`src/rtl/pm_pkg.sv`:
```
package pm_pkg;

    typedef enum logic [2:0] {
        ST_POR  = 3'd0,
        ST_IDLE = 3'd1,
        ST_CONV = 3'd2,
        ST_HWSD = 3'd3,
        ST_WAKE = 3'd4
    } pm_state_e;

    localparam logic [1:0] MODE_FULLPD = 2'b00;
    localparam logic [1:0] MODE_FASTPD = 2'b01;
    localparam logic [1:0] MODE_REDP   = 2'b10;
    localparam logic [1:0] MODE_NORMAL = 2'b11;

endpackage

```
`src/rtl/pm_delay_timer.sv`:
```
module pm_delay_timer #(
    parameter int unsigned W       = 8,
    parameter int unsigned RST_VAL = 0
) (
    input  logic         clk,
    input  logic         rst_n,
    input  logic         load,
    input  logic [W-1:0] load_val,
    output logic         busy
);

    logic [W-1:0] cnt_q;

    always_ff @(posedge clk or negedge rst_n) begin
        if (!rst_n) begin
            cnt_q <= W'(RST_VAL);
        end else if (load) begin
            cnt_q <= load_val;
        end else if (cnt_q != '0) begin
            cnt_q <= cnt_q - 1'b1;
        end
    end

    assign busy = (cnt_q != '0);

endmodule

```
`src/rtl/pm_fsm.sv`:
```
module pm_fsm
    import pm_pkg::*;
(
    input  logic       clk,
    input  logic       rst_n,
    input  logic       shdn_n,
    input  logic       start_bit,
    input  logic       mode_valid,
    input  logic [1:0] mode_in,
    input  logic       conv_done,
    input  logic       timer_busy,
    output pm_state_e  state,
    output logic [1:0] mode_act,
    output logic       timer_load,
    output logic       conv_abort
);

    pm_state_e  state_q, state_d;
    logic [1:0] mode_q;
    logic [1:0] mode_act_q;
    logic       abort_q;
    logic       serial_live;

    // state register
    always_ff @(posedge clk or negedge rst_n) begin
        if (!rst_n) begin
            state_q <= ST_POR;
        end else begin
            state_q <= state_d;
        end
    end

    // next state and counter load
    always_comb begin
        state_d    = state_q;
        timer_load = 1'b0;
        if (!shdn_n) begin
            state_d = ST_HWSD;
        end else begin
            unique case (state_q)
                ST_POR: begin
                    if (!timer_busy) state_d = ST_IDLE;
                end
                ST_IDLE: begin
                    if (start_bit && !timer_busy) begin
                        state_d    = ST_CONV;
                        timer_load = (mode_act_q == MODE_FULLPD);
                    end
                end
                ST_CONV: begin
                    if (conv_done) state_d = ST_IDLE;
                end
                ST_HWSD: begin
                    state_d    = ST_WAKE;
                    timer_load = 1'b1;
                end
                ST_WAKE: begin
                    if (!timer_busy) state_d = ST_IDLE;
                end
                default: state_d = ST_POR;
            endcase
        end
    end

    // requested mode is held, applied mode moves only at conversion end
    assign serial_live = (state_q == ST_IDLE) || (state_q == ST_CONV) ||
                         (state_q == ST_WAKE);

    always_ff @(posedge clk or negedge rst_n) begin
        if (!rst_n) begin
            mode_q     <= MODE_NORMAL;
            mode_act_q <= MODE_NORMAL;
            abort_q    <= 1'b0;
        end else begin
            abort_q <= (state_q == ST_CONV) && !shdn_n;
            if (mode_valid && serial_live && shdn_n) begin
                mode_q <= mode_in;
            end
            if (shdn_n && (state_q == ST_CONV) && conv_done) begin
                mode_act_q <= mode_q;
            end else if (shdn_n && (state_q == ST_POR) && !timer_busy) begin
                mode_act_q <= MODE_NORMAL;
            end
        end
    end

    assign state      = state_q;
    assign mode_act   = mode_act_q;
    assign conv_abort = abort_q;

endmodule

```
`src/rtl/pm_out_decode.sv`:
```
module pm_out_decode
    import pm_pkg::*;
(
    input  pm_state_e  state,
    input  logic [1:0] mode_act,
    input  logic       timer_busy,
    output logic       ready,
    output logic       core_en,
    output logic       ref_en,
    output logic       cmp_en,
    output logic       cmp_full,
    output logic [1:0] eff_mode
);

    always_comb begin
        core_en  = 1'b0;
        ref_en   = 1'b0;
        cmp_en   = 1'b0;
        cmp_full = 1'b0;
        eff_mode = MODE_FULLPD;
        unique case (state)
            ST_POR, ST_WAKE: begin
                ref_en   = 1'b1;
                cmp_en   = 1'b1;
                cmp_full = 1'b1;
                eff_mode = MODE_NORMAL;
            end
            ST_IDLE: begin
                eff_mode = mode_act;
                unique case (mode_act)
                    MODE_FULLPD: begin
                        ref_en = 1'b0;
                        cmp_en = 1'b0;
                    end
                    MODE_FASTPD, MODE_REDP: begin
                        ref_en = 1'b1;
                        cmp_en = 1'b1;
                    end
                    MODE_NORMAL: begin
                        ref_en   = 1'b1;
                        cmp_en   = 1'b1;
                        cmp_full = 1'b1;
                    end
                endcase
            end
            ST_CONV: begin
                core_en  = 1'b1;
                ref_en   = 1'b1;
                cmp_en   = 1'b1;
                cmp_full = 1'b1;
                eff_mode = MODE_NORMAL;
            end
            ST_HWSD: begin
                eff_mode = MODE_FULLPD;
            end
            default: begin
                eff_mode = MODE_FULLPD;
            end
        endcase
    end

    assign ready = ((state == ST_IDLE) || (state == ST_CONV)) && !timer_busy;

endmodule

```
`src/rtl/pwr_mode_mgr.sv`:
```
module pwr_mode_mgr
    import pm_pkg::*;
#(
    parameter int unsigned CLK_MHZ      = 100,
    parameter int unsigned POR_US       = 10,
    parameter int unsigned WAKE_US      = 2,
    parameter int unsigned SETTLE_US    = 1400,
    parameter bit          INT_REF_WAIT = 1'b1
) (
    input  logic       clk,
    input  logic       rst_n,
    input  logic       shdn_n,
    input  logic       start_bit,
    input  logic       mode_valid,
    input  logic [1:0] mode_in,
    input  logic       conv_done,
    output logic       ready,
    output logic       core_en,
    output logic       ref_en,
    output logic       cmp_en,
    output logic       cmp_full,
    output logic [1:0] eff_mode,
    output logic       conv_abort
);

    localparam int unsigned POR_CYC  = CLK_MHZ * POR_US;
    localparam int unsigned WAKE_CYC = CLK_MHZ * (WAKE_US + (INT_REF_WAIT ? SETTLE_US : 0));
    localparam int unsigned MAX_CYC  = (POR_CYC > WAKE_CYC) ? POR_CYC : WAKE_CYC;
    localparam int unsigned CNT_W    = $clog2(MAX_CYC + 1) + 1;
    localparam logic [CNT_W-1:0] WAKE_LD = CNT_W'(WAKE_CYC);

    pm_state_e  state;
    logic [1:0] mode_act;
    logic       timer_load;
    logic       timer_busy;

    pm_delay_timer #(
        .W       (CNT_W),
        .RST_VAL (POR_CYC)
    ) u_timer (
        .clk      (clk),
        .rst_n    (rst_n),
        .load     (timer_load),
        .load_val (WAKE_LD),
        .busy     (timer_busy)
    );

    pm_fsm u_fsm (
        .clk        (clk),
        .rst_n      (rst_n),
        .shdn_n     (shdn_n),
        .start_bit  (start_bit),
        .mode_valid (mode_valid),
        .mode_in    (mode_in),
        .conv_done  (conv_done),
        .timer_busy (timer_busy),
        .state      (state),
        .mode_act   (mode_act),
        .timer_load (timer_load),
        .conv_abort (conv_abort)
    );

    pm_out_decode u_dec (
        .state      (state),
        .mode_act   (mode_act),
        .timer_busy (timer_busy),
        .ready      (ready),
        .core_en    (core_en),
        .ref_en     (ref_en),
        .cmp_en     (cmp_en),
        .cmp_full   (cmp_full),
        .eff_mode   (eff_mode)
    );

endmodule

```
`config.mk`:
```
export PLATFORM = sky130hd
export DESIGN_NAME = pwr_mode_mgr
export DESIGN_NICKNAME = d
export VERILOG_FILES = /design/src/rtl/pm_pkg.sv /design/src/rtl/pm_delay_timer.sv /design/src/rtl/pm_fsm.sv /design/src/rtl/pm_out_decode.sv /design/src/rtl/pwr_mode_mgr.sv
export SDC_FILE = /design/constraint.sdc
export NUM_CORES = 1
export LEC_CHECK = 0
export ABC_AREA = 1
export BUFFER_PORTS_ARGS = -buffer_cell sky130_fd_sc_hd__buf_2
export CORE_MARGIN = 1.5
export CORE_UTILIZATION = 60
export DETAILED_ROUTE_END_ITERATION = 7
export PLACE_DENSITY_LB_ADDON = 0.12
export SYNTH_ARGS = -nofsm -noshare
export SYNTH_HDL_FRONTEND = slang
export SYNTH_SLANG_ARGS = --single-unit
```
`constraint.sdc`:
```
create_clock -name clk -period 4.1 [get_ports clk]
set_input_delay 0.205 -clock clk [delete_from_list [all_inputs] [get_ports clk]]
set_output_delay 0.205 -clock clk [all_outputs]
set_load 0.02 [all_outputs]
```
======== Word-level counts from Yosys, hierarchy flattened ========
Index checks and enable logic that the tools add are counted.
storage, ports and cells
  register bits after elaboration ......... 27
  input bits .............................. 8
operators by class
  add/subtract/negate cells ............... 1
  equal/unequal tests ..................... 10
  multiplexer cells ....................... 18
  reductions and logical operators ........ 22
operators by type and width
  cell                     number
  $mux W19                 2
  $reduce_bool A19 Y1      1
  $sub A19 B1 Y19 const B  1
  $mux W3                  4
  $pmux W3 S4              1
  $logic_and A1 B1 Y1      9
  $ne A3 B3 Y1 const B     3
  $pmux W1 S2              4
  $eq A3 B2 Y1 const B     2
  $reduce_or A3 Y1         2
  $eq A2 B2 Y1 const B     2
  $mux W1                  4
  $mux W2                  2
  $pmux W2 S2              1
  $reduce_bool A2 Y1       2
  $eq A3 B1 Y1 const B     1
  $eq A3 B3 Y1 const B     1
  $logic_not A3 Y1         1
  $reduce_and A3 Y1        1
  $eq A2 B1 Y1 const B     1
  $logic_not A1 Y1         2
  $logic_not A2 Y1         1
  $logic_or A1 B1 Y1       2
  $reduce_or A2 Y1         1

======== Depth between registers and ports, before layout ========
  depth in word-level cells ............... 7
  mapped depth ............................ 11
  depth with buffers taken out ............ 11

======== By module ========
From an unflattened synthesis, not the netlist that was laid out.
unflattened totals
  cells, all modules ...................... 253
  area total of the unflattened synthesis .. 1,776.7 um^2
modules (own cells, without submodules)
  module          instances  cells each  area an instance (um^2)  seq. area each (um^2)
  pm_delay_timer  1          170         1,222.4                  483.0
  pm_fsm          1          64          469.2                    205.2
  pm_out_decode   1          17          77.6                     0.0
  pwr_mode_mgr    1          2           7.5                      0.0

======== Worst setup path after synthesis ========
OpenSTA, ideal clock, no wires.
  path kind ............................... register -> output
  start ................................... reg u_fsm.state_q[2], in the netlist u_fsm.state[2]
  end ..................................... out ref_en
  data arrival time ....................... 1,812 ps
  slack ................................... 2,083 ps
  cell stages (with the launch flop) ...... 6
  buffers on the path ..................... 1
  cell sequence ........................... dfrtp_1 -> nor2_2 -> nand2_1 -> o21ai_0 -> o21bai_1 -> buf_4
on the way
  longest elaborated chain between the ends .. 3
  elaborated cells between the ends (all ways) .. 6
ends and longest elaborated chain
  what                                  RTL line            source
  start, declared                       pm_fsm.sv:18        pm_state_e state_q, state_d;
  start signal, assigned                pm_fsm.sv:29        state_q <= state_d;
  $eq A3 B3 Y1 (tied with other cells)  --
  $reduce_or A3 Y1 (no line)            --
  $pmux W1 S2 (*)                       --
  end, declared                         pwr_mode_mgr.sv:19  output logic ref_en,
Every way passes the cells marked *; elsewhere a longest branch is shown, timed or not.

======== Worst setup path in the final report ========
  start ................................... reg u_timer.cnt_q[0]
  end ..................................... out ready
on the way
  longest elaborated chain between the ends .. 3
ends and longest elaborated chain
  what                    RTL line              source
  start, declared         pm_delay_timer.sv:12  logic [W-1:0] cnt_q;
  start signal, assigned  pm_delay_timer.sv:16  cnt_q <= W'(RST_VAL);
  start signal, assigned  pm_delay_timer.sv:18  cnt_q <= load_val;
  start signal, assigned  pm_delay_timer.sv:20  cnt_q <= cnt_q - 1'b1;
  $reduce_bool A19 Y1     pm_delay_timer.sv:24  assign busy = (cnt_q != '0);
  $logic_not A1 Y1        pm_out_decode.sv:62   assign ready = ((state == ST_IDLE) || (state == ST_CONV)) && !timer_busy;
  $logic_and A1 B1 Y1     pm_out_decode.sv:62
  end, declared           pwr_mode_mgr.sv:17    output logic ready,
Every way passes these cells.

==> metrics.csv <==
metric;value;unit
outcome;finished, final reports clean;
grt_max_degree;28;
clkTransAtPathRegs;0.14;ns
worstMarginPinSlew;0.589;ns
floorplan.die_area;3230;µm²
layout_min_cycle_time;2.12;ns
route.vias.total;1426;
tritoncts.num_buffers;3;
detail_routed_net_length_per_standard_cell;13.3;µm
first_global_vias;1484;
synth_area_leader_cell;dfrtp_1;
global_route_wire_length_before_repair;6350;µm
ir_worst_vdd;560;µV
layout_common_cells;39 x nand2_1, 34 x nor2_1, 20 x inv_1;
setup_tns;0;ns
power_frac_clock;10.7;%
root_buffer;clkbuf_4;
die_width;56.9;µm
synthToLayoutAreaGrowth;7.26;%
mapped_nets;223;
timing.slew.headroom;60.7;%
category_of_the_worst_setup_path_launch_point;flop;
fin_crit_sh;51.6;%
critPathMaxStageDelay;0.43;ns
design.final.nets;241;
critPathSlowestCell;dfrtp_1;
layoutNonFillerInstCount;261;
cts.sinks;27;
num_antenna_cells;0;
cts_tree;built;
placedCellCount;256;
grt_antenna_before_repair;0;
worstPathRequired;3.89;ns
grt_overflow_total;0;
ys_types;34;
clockBufferDepth;2;
post-layout-total-power;1.08;mW
synth.ff_latch_count;27;
ctsHtreeMaxLevel;1;
p_seq_share;40.6;%
drv_cap;0;
reg2regPathDepth;10;
chipHeight;56.9;µm
most_common_cell_after_layout_fill_and_taps_aside;nand2_1;
ys_top_cells_by_area;dfrtp_1 24%, dfstp_2 15%, nand2_1 8.4%, nor2_1 7.3%, xor2_1 4.5%;
place_congestion;0.860;
final.hold.worst_slack;0.0728;ns
global_route.usage.total;25.0;%
min_path_type;input port to flop;
design.portCount;16;
critPathCaptureType;primary output;
critical_path.most_common_cell;inv_1;
cellPowerDensity;576;nW/µm²
worstHoldPathCells;3;
hold_start;mode_in[0];
report.final.hold_viol_count;0;
crit_chain;inv_1 > ha_1 > inv_1 > nor2_4 > nand3_4 > nor2_8 > nand2_4 > a21oi_1 > buf_2;
detail_route.drc_violations;0;
worst-endpoint-arrival;1.91;ns
synthesis.instances;213;
unrepaired_setup_endpoints_after_global_routing;false;
detailedRoute.firstPassIterationCount;4;
internal-power;584;µW
critical_path.reg2reg.startpoint;u_timer.cnt_q[0];
worst-path-max-fanout;9;
yosys_warnings;0;
routed_wirelength;3470;µm
dpl.hpwl;2690;µm
ys_seq_area_share;39.5;%
drive_above_1_share;26.5;%
switching_share;45.8;%
core_region_area;2760;µm²
mappedNetlistArea;1740;µm²
post_drt_via_cell_ratio;5.46;
regToRegSetupSlack;2.40;ns
io_buffers;15;
hold_path_end;u_fsm.mode_q[0];
detail-route-antenna-nets;0;
initial_core_util;63.2;%
cts_resized;0;
clock_insertion_delay_worst_skew;0.33;ns
total_leakage_power;0.876;nW
final_max_slew_viol_count;0;
drt_first_iter_violations;39;
power_switching;492;µW
finish_stage_setup_viols;0;
timing.setup.critical_path_class;flop to primary output;
rows;19;
synth_top_area_share;24.4;%
p_comb_share;48.7;%
fin_skew;0.00205;ns
crit-reg2reg-capture;u_timer.cnt_q[13];
fmax;0.472;GHz
postSynthAreaPerCell;8.18;µm²
layer usage:
metal | routed length, µm | up-vias | part of all wire (%) | GRT usage [%]
met5 | 0 | - | 0 | 0
met4 | 56 | 0 | 1.6 | 8.31
met3 | 90 | 6 | 2.6 | 2.53
met2 | 1840 | 29 | 53 | 47.0
met1 | 1480 | 674 | 43 | 29.3
li1 | - | 717 | - | -
power groups by stage:
stage,registers [mW],logic (mW),clock network (mW)
5_1_grt,0.444,0.587,0.126
2_1_floorplan,0.427,0.416,0
3_5_place_dp,0.440,0.523,0
3_3_place_gp,0.437,0.507,0
6_report,0.437,0.524,0.115
4_1_cts,0.436,0.527,0.119
per-stage QoR:
step	utilization [%]	area, µm²	setup slack (ns)
2_1_floorplan	-	1740	2.08
3_3_place_gp	66.4	1830	2.40
3_5_place_dp	66.4	1830	2.36
5_1_grt	67.7	1870	1.84
4_1_cts	67.7	1870	1.97
6_report	67.7	1870	1.98
cells by family after synthesis:
| family | synth area share (%) |
|---|---|
| fa+ha+maj | 1.44 |
| compound gates | 4.81 |
| simple gates | 40.7 |
| xor+xnor | 7.04 |
| buf+inv | 6.54 |
| flops | 39.5 |
final cells by class:
class / instances / area [µm²]
clock buffer: 4 / 26.3
timing repair buffer: 16 / 85.1
multi-input combinational: 161 / 940
fill: 222 / 890
inverter: 22 / 90.1
sequential: 27 / 688
tap: 31 / 38.8
timing repair:
| item | CTS | global route |
|---|---|---|
| setup endpoints to repair | 0 | 0 |
| buffers inserted | 0 | 0 |
| hold buffers | 1 | 0 |
| hold endpoints to repair | 17 | 0 |
worst max-delay path: cells and delay by family (launching register included):
family / cells / cell delay [ns]
and+or+nand+nor: 4 / 0.45
adders and majority gates: 1 / 0.17
buffers and inverters: 3 / 0.42
DFF: 1 / 0.43
AOI/OAI and AO/OA: 1 / 0.12
state kept, by name, summed over array words and instances, names as in the netlist:
name              flops
u_timer.cnt_q        19
u_fsm.mode_q          2
u_fsm.state           3
u_fsm.conv_abort      1
u_fsm.mode_act        2
worst max-delay path by stage:
stage / endpoint / cells past startpoint / from
finish: ready / 9 / u_timer.cnt_q[0]
global route: ready / 9 / u_timer.cnt_q[0]
CTS: ready / 9 / u_timer.cnt_q[0]
detailed placement: ready / 9 / u_timer.cnt_q[0]
global placement: ready / 9 / u_timer.cnt_q[0]
floorplan: ref_en / 5 / u_fsm.state[2]
synthesized netlist by cell type, drive strengths merged:
master	n
and2	1
dfstp	10
nand3b	1
nor2	46
buf	3
inv	22
dfrtp	17
xnor2	5
nand2	46
o21bai	1
xor2	9
ha	2
a21oi	1
o21ai	10
and3	1
a31oi	1
nand4	7
nor3	13
nand3	17
No activity file was read; power rests on OpenSTA's default activity.
